--- src/rtl/spi_slv_pkg.sv ---
package spi_slv_pkg;
    localparam int BYTE_W    = 8;
    localparam int CNT_W     = $clog2(BYTE_W + 1);
    localparam int SYNC_DEPTH = 2;

    typedef logic [BYTE_W-1:0] byte_t;
    typedef logic [CNT_W-1:0]  cnt_t;

    typedef struct packed {
        logic rise;
        logic fall;
    } edges_t;

    typedef struct packed {
        logic lead;
        logic trail;
    } phase_ev_t;

    // Map raw serial clock edges onto leading/trailing for a given polarity
    function automatic phase_ev_t map_edges(logic cpol, edges_t e);
        phase_ev_t r;
        r.lead  = cpol ? e.fall : e.rise;
        r.trail = cpol ? e.rise : e.fall;
        return r;
    endfunction
endpackage

--- src/rtl/spi_slv_sync.sv ---
module spi_slv_sync #(
    parameter int W = 3,
    parameter int STAGES = 2,
    parameter logic [W-1:0] RST_VAL = '0
) (
    input  logic         clk,
    input  logic         rst,
    input  logic [W-1:0] d,
    output logic [W-1:0] q
);
    logic [W-1:0] st [STAGES];

    always_ff @(posedge clk) begin
        if (rst) st[0] <= RST_VAL;
        else     st[0] <= d;
    end

    for (genvar g = 1; g < STAGES; g++) begin : g_stage
        always_ff @(posedge clk) begin
            if (rst) st[g] <= RST_VAL;
            else     st[g] <= st[g-1];
        end
    end

    assign q = st[STAGES-1];
endmodule

--- src/rtl/spi_slv_edges.sv ---
module spi_slv_edges
    import spi_slv_pkg::*;
#(
    parameter logic RST_VAL = 1'b0
) (
    input  logic   clk,
    input  logic   rst,
    input  logic   lvl,
    output edges_t ev
);
    logic prev_q;

    always_ff @(posedge clk) begin
        if (rst) prev_q <= RST_VAL;
        else     prev_q <= lvl;
    end

    assign ev.rise = lvl & ~prev_q;
    assign ev.fall = ~lvl & prev_q;
endmodule

--- src/rtl/spi_slv_core.sv ---
module spi_slv_core
    import spi_slv_pkg::*;
(
    input  logic   clk,
    input  logic   rst,
    input  logic   cpol,
    input  logic   cpha,
    input  edges_t sck_ev,
    input  edges_t sel_ev,
    input  logic   sel_s,
    input  logic   mosi_s,
    input  logic   fault_en,
    input  logic   fault_clr,
    input  byte_t  tx_data,
    input  logic   tx_load,
    input  logic   rx_take,
    output logic   miso_bit,
    output byte_t  rx_data,
    output logic   rx_valid,
    output logic   rx_overrun,
    output logic   fault_flag
);
    localparam cnt_t LAST = cnt_t'(BYTE_W - 1);
    localparam cnt_t DONE = cnt_t'(BYTE_W);

    phase_ev_t ev;
    byte_t     hold_q, tx_sh, rx_sh, rx_next;
    cnt_t      cnt;
    logic      rx_full, mid_byte;

    always_comb begin
        ev       = map_edges(cpol, sck_ev);
        rx_next  = {rx_sh[BYTE_W-2:0], mosi_s};
        mid_byte = (cnt != '0) && (cnt != DONE);
    end

    always_ff @(posedge clk) begin
        if (rst) begin
            hold_q     <= '0;
            tx_sh      <= '0;
            rx_sh      <= '0;
            rx_data    <= '0;
            cnt        <= '0;
            rx_valid   <= 1'b0;
            rx_full    <= 1'b0;
            rx_overrun <= 1'b0;
            fault_flag <= 1'b0;
        end else begin
            rx_valid <= 1'b0;
            if (tx_load) hold_q <= tx_data;
            if (rx_take) begin
                rx_full    <= 1'b0;
                rx_overrun <= 1'b0;
            end
            if (fault_clr) fault_flag <= 1'b0;
            if (sel_ev.rise && mid_byte && fault_en) fault_flag <= 1'b1;

            if (sel_s || sel_ev.fall) begin
                // idle or byte start: preload, drop any partial byte
                cnt   <= '0;
                tx_sh <= hold_q;
                rx_sh <= '0;
            end else if (!cpha) begin
                if (ev.lead && cnt != DONE) begin
                    rx_sh <= rx_next;
                    cnt   <= cnt + 1'b1;
                    if (cnt == LAST) begin
                        rx_data  <= rx_next;
                        rx_valid <= 1'b1;
                        if (rx_full && !rx_take) rx_overrun <= 1'b1;
                        rx_full  <= 1'b1;
                    end
                end
                if (ev.trail && mid_byte) tx_sh <= tx_sh << 1;
            end else begin
                if (ev.lead) begin
                    if (cnt == '0) tx_sh <= hold_q;
                    else           tx_sh <= tx_sh << 1;
                end
                if (ev.trail) begin
                    rx_sh <= rx_next;
                    if (cnt == LAST) begin
                        cnt      <= '0;
                        rx_data  <= rx_next;
                        rx_valid <= 1'b1;
                        if (rx_full && !rx_take) rx_overrun <= 1'b1;
                        rx_full  <= 1'b1;
                    end else begin
                        cnt <= cnt + 1'b1;
                    end
                end
            end
        end
    end

    assign miso_bit = tx_sh[BYTE_W-1];

    assert_cnt_range_R1: assert property (@(posedge clk) disable iff (rst)
        cnt <= DONE);
    assert_valid_pulse_R1: assert property (@(posedge clk) disable iff (rst)
        rx_valid |=> !rx_valid);
    assert_done_holds_R3: assert property (@(posedge clk) disable iff (rst)
        (!cpha && cnt == DONE && !sel_s && !sel_ev.fall) |=> (cnt == DONE));
    assert_idle_clear_R6: assert property (@(posedge clk) disable iff (rst)
        sel_s |=> (cnt == '0 && !rx_valid));
    assert_fault_gated_R7: assert property (@(posedge clk) disable iff (rst)
        $rose(fault_flag) |-> ($past(fault_en) && $past(sel_ev.rise)));
    assert_overrun_cause_R9: assert property (@(posedge clk) disable iff (rst)
        $rose(rx_overrun) |-> (rx_valid && $past(rx_full)));
endmodule

--- src/rtl/spi_slave_engine.sv ---
module spi_slave_engine
    import spi_slv_pkg::*;
(
    input  logic              clk,
    input  logic              rst,
    input  logic              cfg_cpol,
    input  logic              cfg_cpha,
    input  logic              fault_en,
    input  logic              fault_clr,
    input  logic              pin_sck,
    input  logic              pin_mosi,
    input  logic              pin_sel_n,
    output logic              miso_out,
    output logic              miso_oe,
    input  logic [BYTE_W-1:0] tx_data,
    input  logic              tx_load,
    output logic [BYTE_W-1:0] rx_data,
    output logic              rx_valid,
    input  logic              rx_take,
    output logic              rx_overrun,
    output logic              fault_flag
);
    logic [2:0] pins_s;
    edges_t     sck_ev, sel_ev;

    spi_slv_sync #(.W(3), .STAGES(SYNC_DEPTH), .RST_VAL(3'b100)) u_sync (
        .clk (clk),
        .rst (rst),
        .d   ({pin_sel_n, pin_mosi, pin_sck}),
        .q   (pins_s)
    );

    spi_slv_edges #(.RST_VAL(1'b0)) u_sck_edges (
        .clk (clk), .rst (rst), .lvl (pins_s[0]), .ev (sck_ev)
    );

    spi_slv_edges #(.RST_VAL(1'b1)) u_sel_edges (
        .clk (clk), .rst (rst), .lvl (pins_s[2]), .ev (sel_ev)
    );

    spi_slv_core u_core (
        .clk        (clk),
        .rst        (rst),
        .cpol       (cfg_cpol),
        .cpha       (cfg_cpha),
        .sck_ev     (sck_ev),
        .sel_ev     (sel_ev),
        .sel_s      (pins_s[2]),
        .mosi_s     (pins_s[1]),
        .fault_en   (fault_en),
        .fault_clr  (fault_clr),
        .tx_data    (tx_data),
        .tx_load    (tx_load),
        .rx_take    (rx_take),
        .miso_bit   (miso_out),
        .rx_data    (rx_data),
        .rx_valid   (rx_valid),
        .rx_overrun (rx_overrun),
        .fault_flag (fault_flag)
    );

    // Pad enable follows the raw select so release is immediate
    assign miso_oe = ~pin_sel_n;
endmodule

--- config.mk ---
export PLATFORM = sky130hd
export DESIGN_NAME = spi_slave_engine
export DESIGN_NICKNAME = d
export VERILOG_FILES = /design/src/rtl/spi_slv_pkg.sv /design/src/rtl/spi_slv_sync.sv /design/src/rtl/spi_slv_edges.sv /design/src/rtl/spi_slv_core.sv /design/src/rtl/spi_slave_engine.sv
export SDC_FILE = /design/constraint.sdc
export NUM_CORES = 1
export LEC_CHECK = 0
export ABC_CLOCK_PERIOD_IN_PS = 2650
export BUFFER_PORTS_ARGS = -buffer_cell sky130_fd_sc_hd__buf_2
export CAP_MARGIN = 5
export CORE_ASPECT_RATIO = 1.4
export CORE_MARGIN = 5
export CORE_UTILIZATION = 60
export DETAILED_ROUTE_END_ITERATION = 8
export PLACE_DENSITY = 0.84
export SYNTH_ARGS = -nofsm -noshare
export SYNTH_HDL_FRONTEND = slang
export SYNTH_HIERARCHICAL = 1
export SYNTH_SLANG_ARGS = --single-unit
export TNS_END_PERCENT = 10
--- constraint.sdc ---
create_clock -name clk -period 2.65 [get_ports clk]
set_input_delay 0.1325 -clock clk [delete_from_list [all_inputs] [get_ports clk]]
set_output_delay 0.1325 -clock clk [all_outputs]
set_load 0.02 [all_outputs]
==> results.md <==
- TritonCTS clock tree: done
- CTS Buf Count: 5
- Netlist cell types: 39
- Critical Path Start Type: flip-flop
- DR WL/cell: 12.9 um
- Routed Antenna Nets: 0
- Int Pwr: 1.08 mW
- Post-CTS Setup Inserts: 0
- RSZ-0062 raised after global routing: false
- Max IR drop VDD: 566 uV
- Setup Viol. Count Final: 0
- Synth warn: 6
- WS Path Type: reg -> reg
- Initial core utilization: 61.5%
- Synth area leader: dfxtp_1
- MaxCap Viol Count: 0
- Core Area: 3350 um2
- Num rows: 25
- Dpl cell area: 2220 um2
- Pwr/cell area: 584 nW/um2
- Final wirelength: 3.51 mm
- Worst skew pair latency: 0.30 ns
- Die W: 59.5 um
- Finished Core Util: 69.9%
- Top FF cell, synth: dfxtp_1
- # IOs: 32
- IO buf count: 31
- Layout net count: 251
- Synthesized area: 2060 um2
- Largest net degree at the start of global routing: 35
- Post-synth top area share: 45.7%
- Period utilization: 69.7%
- Leakage Power: 0.972 nW
- Design area: 2340 um2
- Wire length of the first global-routing pass: 6.30 mm
- Sw Share: 21.2%
- Worst Hold Margin: 0.0259 ns
- Commonest non-fill, non-tap cell in the layout: dfxtp_1
- Share of total power in the clock network: 39.1%
- Crit path max fanout: 8
- Worst Max-Slew Pin Slew: 0.493 ns
- Vias: 1,453
- TritonRoute pass-1 iters: 4
- Setup TNS: 0 ns
- CTS H-Tree Depth: 2
- Hold crit path type: in -> reg
- Initial antenna violation count: 0
- Combinational fraction of design power: 7.1%
- Post-synth EDFFs: 0
- CTS resizes: 0
- Most frequent cells in the layout: dfxtp_1 (47), mux2i_1 (33), buf_2 (31)
- Grt total ovfl: 0
- #FFs+latches synth: 47
- Root Driver: clkbuf_8
- Synth area leaders: dfxtp_1 (46%), mux2i_1 (16%), nand2b_1 (6.1%), a211oi_2 (4.3%), nor2b_1 (3.6%)
- # hold bufs at CTS: 0
- CP required: 2.88 ns
- WP data arrival: 2.08 ns
- Initial DRC count: 21
- Via density: 5.36
- Layout cells sized above 1: 24.7%
- Vias in the first global route: 1,452
- Chip Height: 79.3 um
- Sw power: 0.290 mW
- Rel. slew slack: 67.1%
- GRT Util Overall: 17.5%
- Post-synthesis async set-or-reset flop share: 0%
- # clock sinks: 47
- Post-Synthesis Cells: 202
- Area growth syn-to-layout: 13.7%
- Syn_nets: 223
- Clock transition at path regs: 0.08 ns
- Max Clock Skew: 0.00665 ns
- Sequential element share of the synthesized area: 45.7%
- Slew Limit Fails: 0
- Final hold vios: 0
- Gpl congestion: 0.774
- Sequential power share: 53.8%
- Min Tclk post-route: 1.85 ns
- Dpl hpwl: 2.64 mm
- DRC errors left: 0
- Bufs on Longest Clock Path: 2
- Die ar.: 4720 um2
- Avg Synthesized Cell Area: 10.2 um2
- ANT cells: 0
- Fmax: 541 MHz
- CP endpoint kind: flip-flop
- Run status: finished clean
[cell families (layout without fill, tap and decap cells)]
kind of cell / count (synthesis) / after routing / share of synthesized area (%)
buffers and inverters: 17 / 46 / 3.83
DFF: 47 / 47 / 45.7
AOI/OAI and AO/OA: 17 / 17 / 8.38
adders and majority gates: 2 / 2 / 1.21
xor gates and xnor gates: 2 / 2 / 0.851
and+or+nand+nor: 83 / 83 / 23.3
muxes: 34 / 34 / 16.7
[cells in the mapped netlist, types with 2 or more instances]
cell type / number
a211oi_2: 7
nand2b_1: 20
nor3_1: 2
nor4_1: 8
nand3_1: 5
nand2_1: 10
clkbuf_1: 6
mux2i_1: 33
a21oi_1: 2
ha_1: 2
xnor2_1: 2
inv_1: 4
or3_1: 2
nand3b_1: 2
buf_2: 4
nor2_1: 10
or2_1: 3
nor2b_1: 12
dfxtp_1: 47
clkbuf_2: 2
[stage by stage]
stage | setup slack, ns | instances | total power [mW]
final | 0.803 | 271 | 1.37
after global routing | 0.529 | 271 | 1.43
after floorplan | 1.01 | 202 | 0.823
after global placement | 0.881 | 263 | 0.848
after detailed placement | 0.809 | 263 | 0.851
after CTS | 0.784 | 271 | 1.38
[area by class of cell]
cell class	instances	area, um2
fill	282	1010
inverter	4	15.0
sequential	47	941
timing repair buffer	34	178
clock buffer	6	82.6
clock inverter	2	35.0
tap	40	50.0
multi-input combinational	138	1040
[routing by layer]
| layer | routed length (um) | part of all wire (%) | vias up | global-route usage (%) |
|---|---|---|---|---|
| li1 | - | - | 750 | - |
| met1 | 1420 | 41 | 665 | 19.1 |
| met2 | 1840 | 52 | 32 | 30.9 |
| met3 | 190 | 5.4 | 6 | 5.53 |
| met4 | 60 | 1.7 | 0 | 5.99 |
| met5 | 0 | 0 | - | 0 |
[power by group through the flow]
stage	Sequential [mW]	Clock [mW]	Combinational (mW)
floorplan	0.749	0	0.0732
global placement	0.751	0	0.0967
detailed placement	0.752	0	0.0987
CTS	0.735	0.546	0.0991
global route	0.737	0.584	0.109
finish	0.735	0.535	0.0975
[path summary, 6_finish.rpt]
path / from / endpoint / slack, ns / depth (start not counted)
setup / recovery: u_sync/st[1][0]$_SDFF_PP0_ / u_core/tx_sh[0]$_SDFFE_PP0P_ / 0.80 / 5
hold / removal: pin_sel_n / u_sync/st[0][2]$_SDFF_PP1_ / 0.03 / 2
setup reg to reg: u_sync/st[1][0]$_SDFF_PP0_ / u_core/tx_sh[0]$_SDFFE_PP0P_ / 0.80 / 5
hold reg to reg: u_sync/st[0][2]$_SDFF_PP1_ / u_sync/st[1][2]$_SDFF_PP1_ / 0.43 / 1
[critical path: stages (launching register included)]
cell and delay [ns]:
dfxtp_1 0.35, nor2b_1 0.23, mux2i_1 0.14, nor2b_1 0.40
or3_1 0.43, mux2i_1 0.23
[sequential cells by signal (all words and copies together) (netlist names), 4 cells and up]
signal / count
u_core/cnt: 4
u_core/hold_q: 8
u_core/rx_data: 8
u_core/rx_sh: 7
u_core/tx_sh: 8
u_sync/st: 6
Power figures use the tool's default switching activity.
